[src/rtl/sha1_precomp_core.sv]
module sha1_precomp_core #(
  parameter int STEPS = 80
) (
  input  logic         clk,
  input  logic         rst_n,
  input  logic         start,
  input  logic         iv_sel,
  input  logic [511:0] blk_in,
  input  logic [159:0] cv_in,
  output logic [159:0] cv_out,
  output logic         done
);
  localparam int SW = $clog2(STEPS + 1);
  localparam logic [159:0] IV = 160'h67452301_EFCDAB89_98BADCFE_10325476_C3D2E1F0;
  localparam logic [1:0] S_IDLE = 2'd0, S_PRE = 2'd1, S_RUN = 2'd2, S_FIN = 2'd3;

  function automatic logic [31:0] kconst(input logic [SW-1:0] t);
    if (t < 20)      kconst = 32'h5A827999;
    else if (t < 40) kconst = 32'h6ED9EBA1;
    else if (t < 60) kconst = 32'h8F1BBCDC;
    else             kconst = 32'hCA62C1D6;
  endfunction

  function automatic logic [31:0] fsel(input logic [SW-1:0] t,
                                       input logic [31:0] x, y, z);
    if (t < 20)                fsel = (x & y) | (~x & z);
    else if (t >= 40 && t < 60) fsel = (x & y) | (x & z) | (y & z);
    else                       fsel = x ^ y ^ z;
  endfunction

  logic [1:0]    st;
  logic [SW-1:0] step;
  logic [31:0]   a_q, b_q, c_q, d_q, e_q, ep_q, g_q;
  logic [31:0]   w [16];
  logic [159:0]  hin;

  wire pre = (st == S_PRE);
  wire [SW-1:0] pidx = pre ? '0 : SW'(step + 1'b1);
  wire [31:0] nb = pre ? b_q : a_q;
  wire [31:0] nc = pre ? c_q : {b_q[1:0], b_q[31:2]};
  wire [31:0] nd = pre ? d_q : c_q;
  wire [31:0] ne = pre ? e_q : d_q;
  wire [31:0] wx = w[13] ^ w[8] ^ w[2] ^ w[0];
  wire [31:0] wnew = {wx[30:0], wx[31]};
  wire [31:0] a_new = {a_q[26:0], a_q[31:27]} + ep_q + g_q;
  wire [159:0] chain = iv_sel ? IV : cv_in;

  always_ff @(posedge clk or negedge rst_n) begin
    if (!rst_n) begin
      st <= S_IDLE; step <= '0; done <= 1'b0; cv_out <= IV; hin <= IV;
      a_q <= '0; b_q <= '0; c_q <= '0; d_q <= '0; e_q <= '0;
      ep_q <= '0; g_q <= '0;
      for (int i = 0; i < 16; i++) w[i] <= '0;
    end else begin
      done <= 1'b0;
      case (st)
        S_IDLE: if (start) begin
          {a_q, b_q, c_q, d_q, e_q} <= chain;
          hin  <= chain;
          for (int i = 0; i < 16; i++) w[i] <= blk_in[511-32*i -: 32];
          step <= '0;
          st   <= S_PRE;
        end
        S_PRE, S_RUN: begin
          ep_q <= ne + kconst(pidx) + w[0];
          g_q  <= fsel(pidx, nb, nc, nd);
          for (int i = 0; i < 15; i++) w[i] <= w[i+1];
          w[15] <= wnew;
          if (pre) st <= S_RUN;
          else begin
            a_q <= a_new; b_q <= a_q; c_q <= {b_q[1:0], b_q[31:2]};
            d_q <= c_q;   e_q <= d_q;
            step <= SW'(step + 1'b1);
            if (step == SW'(STEPS - 1)) st <= S_FIN;
          end
        end
        default: begin
          cv_out <= {hin[159:128] + a_q, hin[127:96] + b_q, hin[95:64] + c_q,
                     hin[63:32] + d_q, hin[31:0] + e_q};
          done <= 1'b1;
          st   <= S_IDLE;
        end
      endcase
    end
  end

  AST_DONE_PULSE: assert property (@(posedge clk) disable iff (!rst_n)
    done |=> !done);
  AST_CV_HOLD: assert property (@(posedge clk) disable iff (!rst_n)
    !done |-> $stable(cv_out));
  AST_STEP_RANGE: assert property (@(posedge clk) disable iff (!rst_n)
    step <= SW'(STEPS));
  AST_BUSY_NO_RELOAD: assert property (@(posedge clk) disable iff (!rst_n)
    (st != S_IDLE && st != S_FIN) |=> $stable(hin));
  AST_ROTATE_CHAIN: assert property (@(posedge clk) disable iff (!rst_n)
    ($past(st) == S_RUN && st != S_IDLE) |->
      (b_q == $past(a_q) && c_q == {$past(b_q[1:0]), $past(b_q[31:2])} && e_q == $past(d_q)));
  AST_G_ALIGNED: assert property (@(posedge clk) disable iff (!rst_n)
    (st == S_RUN) |-> g_q == fsel(step, b_q, c_q, d_q));
endmodule

[config.mk]
export PLATFORM = sky130hd
export DESIGN_NAME = sha1_precomp_core
export DESIGN_NICKNAME = d
export VERILOG_FILES = /design/src/rtl/sha1_precomp_core.sv
export SDC_FILE = /design/constraint.sdc
export NUM_CORES = 2
export LEC_CHECK = 0
export BUFFER_PORTS_ARGS = -buffer_cell sky130_fd_sc_hd__buf_2
export CELL_PAD_IN_SITES_DETAIL_PLACEMENT = 0
export CELL_PAD_IN_SITES_GLOBAL_PLACEMENT = 2
export CORE_MARGIN = 1.5
export CORE_UTILIZATION = 36
export DETAILED_ROUTE_END_ITERATION = 10
export GPL_ROUTABILITY_DRIVEN = 0
export PLACE_DENSITY = 0.88
export RECOVER_POWER = 50
export SLEW_MARGIN = 5
export SYNTH_ARGS = -nofsm -noshare
export SYNTH_HDL_FRONTEND = slang
export SYNTH_SLANG_ARGS = --single-unit
[constraint.sdc]
create_clock -name clk -period 11.2 [get_ports clk]
set_input_delay 0.56 -clock clk [delete_from_list [all_inputs] [get_ports clk]]
set_output_delay 0.56 -clock clk [all_outputs]
set_load 0.01 [all_outputs]
==> flow_summary.json <==
{
  "r2r_slack_ns": 4.93,
  "critical_path_peak_fanout": 145,
  "drv.max_cap_violation_count": 11,
  "cts_tree": "done",
  "yosys_most_used_dff": "dfrtp_1",
  "number_of_buffers_between_clock_root_and_the_deepest_sink": 3,
  "die_width_um": 416,
  "cts-root-buf": "clkbuf_16",
  "first_iter_violations": 3992,
  "final.setup.worst_slack_ns": 4.35,
  "cts.hold.buffers_added": 1,
  "drt-wirelength-per-cell_um": 24.9,
  "yosysWarningCount": 0,
  "cp_slowest_stage_delay_ns": 2.96,
  "p_switching_mw": 14.0,
  "globalRouteTotalUtil_pct": 26.5,
  "crit_path_top_delay_cell": "clkbuf_1",
  "num_rows": 151,
  "yosys.cell_count.top_type": "nand2_1",
  "tritoncts_sink_count": 1066,
  "critPathKind": "in -> async",
  "route.antenna.remaining_nets": 0,
  "asyncSetResetFlopFracSynth_pct": 100,
  "power.static_leakage_nw": 32.9,
  "sequential_cell_area_mm2": 0.0269,
  "critical_path.startpoint_type": "input pin",
  "p_r_area_growth_vs_syn_pct": 16.8,
  "cell_internal_pwr_mw": 15.8,
  "post_drt_via_cell_ratio": 5.33,
  "critical_path.cell_chain": "dlygate4sd3_1 -> clkbuf_1 -> buf_12 -> clkbuf_1 -> buf_4",
  "die-area_mm2": 0.173,
  "unrepaired_setup_endpoints_after_global_routing": "false",
  "final_max_slew_viol_count": 685,
  "r2r_cells": 8,
  "power_density_normalized_to_cell_area_mw_per_mm2": 415,
  "end_of_the_worst_hold_path": "w[296]",
  "worst_hold_path_type": "in -> reg",
  "drt_pre_antenna_iters": 6,
  "finalHoldViolations": 0,
  "fin_worst_hold_slack_ns": 0.0527,
  "h_tree_depth": 4,
  "ys_seq_elements": 1066,
  "hold_path_depth": 3,
  "grt_first_pass_wirelength_mm": 337,
  "global_route.overflow_total": 0,
  "layout_min_cycle_time_ns": 6.85,
  "netlist_instances": 6361,
  "port_buffers": 836,
  "synth.area.top_cells": "dfrtp_1 37%, mux2i_1 9.6%, o21ai_0 8.0%",
  "detailroute.via_count": 50052,
  "setup.worst_path.end_class": "async pin",
  "switching_share_pct": 46.9,
  "postCtsSetupBuffers": 0,
  "first_global_vias": 49335,
  "final_design_area_no_fill_mm2": 0.0718,
  "grt_antenna_before_repair": 143,
  "clkPwrFrac_pct": 14.6,
  "timing.final.crit_share_pct": 61.1,
  "synth_top_area_share_pct": 36.9,
  "synthesis.area_mm2": 0.0614,
  "multiInputGateArea_mm2": 0.0325,
  "crit_path_frequent_cell": "clkbuf_1",
  "ys_top_cells_by_count": "1061 x nand2_1, 987 x o21ai_0, 906 x dfrtp_1",
  "coreArea_mm2": 0.169,
  "status": "finished, violations left",
  "crit-reg2reg-launch": "st[0]",
  "power.share.sequential_pct": 27.2,
  "drive_gt1_share_pct": 19.5,
  "worst-endpoint-required_ns": 12.05,
  "nets": 8005,
  "worstMarginPinSlew_ns": 4.31,
  "worst-endpoint-arrival_ns": 7.69,
  "num-fill-cells": 16801,
  "postSynthAreaPerCell_um2": 9.66,
  "placement.cell_area_mm2": 0.0675,
  "relative_slew_slack_pct": -187,
  "regToRegEndpoint": "a_q[18]",
  "violations_in_the_final_reports": "capacitance limit, slew limit",
  "worst_skew_pair.late_latency_ns": 0.79,
  "worst_clock_skew_ns": 0.0315,
  "seq_area_frac_synth_pct": 43.8,
  "post-route-drc-count": 0,
  "synth-edff-count": 0,
  "grt_max_degree": 293,
  "ir_drop_mv": 0.808,
  "route.final.wire_length_mm": 234,
  "post-layout-total-power_mw": 29.8,
  "clkTransAtPathRegs_ns": 0.06,
  "setup_violators_final": 0,
  "cts_resized": 0,
  "place_hpwl_mm": 183,
  "synth.largest_area_cell": "dfrtp_1",
  "tritoncts.num_buffers": 134,
  "start_util_pct": 36.2,
  "critical_path.top_delay_family": "buffers and inverters",
  "relative_contribution_of_combinational_cells_to_total_power_pct": 58.2,
  "post-place-ws_ns": 5.11,
  "worst_hold_launch": "blk_in[296]",
  "tns_ns": 0,
  "boundaryPins": 837,
  "worst_setup_path_startpoint": "rst_n",
  "fmax_mhz": 146,
  "path_buf_inv": 5,
  "fp.dieH_um": 416,
  "synth.net_count": 7358,
  "synth.distinct_cells": 92
}
[layout make-up]
type / count / share of cell area, %
Tap cell: 2218 / 3.87
Clock buffer: 202 / 5.45
Sequential cell: 1066 / 37.5
Antenna cell: 56 / 0.195
Inverter: 183 / 0.957
Multi-Input combinational cell: 4743 / 45.2
Clock inverter: 38 / 0.636
Timing Repair Buffer: 880 / 6.20
[sequential cells by signal (all words and copies together) (netlist names)]
| name | flops |
|---|---|
| step | 7 |
| done | 1 |
| e_q | 32 |
| ep_q | 32 |
| b_q | 32 |
| g_q | 32 |
| hin | 160 |
| d_q | 32 |
| a_q | 32 |
| cv_out | 160 |
| w | 512 |
| st | 2 |
| c_q | 32 |
[placed cells by master, fill, tap and decap left out, types with 91 or more instances in the layout]
| cell | instances |
|---|---|
| mux2i_1 | 587 |
| clkbuf_16 | 136 |
| xnor2_1 | 228 |
| dfstp_2 | 149 |
| nand2_1 | 1061 |
| buf_2 | 684 |
| fa_1 | 91 |
| nor2_1 | 292 |
| dfrtp_1 | 906 |
| o21ai_0 | 987 |
| a21oi_1 | 270 |
| mux2_2 | 276 |
| inv_1 | 182 |
| clkbuf_1 | 199 |
| a21o_1 | 117 |
| ha_1 | 229 |
[cells by family after synthesis]
kind of cell,share of synthesized area (%)
muxes,14.6
DFF,43.8
and+or+nand+nor,10.5
AOI/OAI and AO/OA,15.9
buffers and inverters,3.38
adders and majority gates,7.65
xor gates and xnor gates,4.14
[how the worst max path moves through the flow]
| stage | endpoint | slack (ns) | cells after the start |
|---|---|---|---|
| floorplan | ep_q[24] | 6.03 | 23 |
| global placement | ep_q[30] | 5.12 | 21 |
| detailed placement | ep_q[30] | 5.11 | 21 |
| CTS | ep_q[30] | 5.09 | 21 |
| global route | cv_out[80] | 3.14 | 5 |
| finish | cv_out[80] | 4.35 | 5 |
[power by group through the flow]
| stage | Clock, mW | Sequential, mW | Combinational, mW |
|---|---|---|---|
| after floorplan | 0 | 7.24 | 12.8 |
| after global placement | 0 | 8.09 | 17.0 |
| after detailed placement | 0 | 8.15 | 17.2 |
| after CTS | 4.43 | 8.09 | 17.3 |
| after global routing | 4.59 | 8.28 | 19.1 |
| final | 4.36 | 8.10 | 17.3 |
[layer usage]
metal | GRT usage, % | vias up | wire (um)
li1 | - | 23581 | -
met1 | 31.3 | 24122 | 92000
met2 | 44.0 | 1640 | 112000
met3 | 6.62 | 591 | 15000
met4 | 14.7 | 118 | 13700
met5 | 0 | - | 724
[worst min-delay path, stage by stage]
cell and delay, ns:
buf_2 0.07, mux2i_1 0.05, o21ai_0 0.12
[per-stage QoR]
stage	cells	util [%]
floorplan	6361	-
global placement	9089	39.8
detailed placement	9089	39.8
CTS	9330	42.4
global route	9361	42.3
finish	9386	42.3
(Power assumes the default switching activity.)
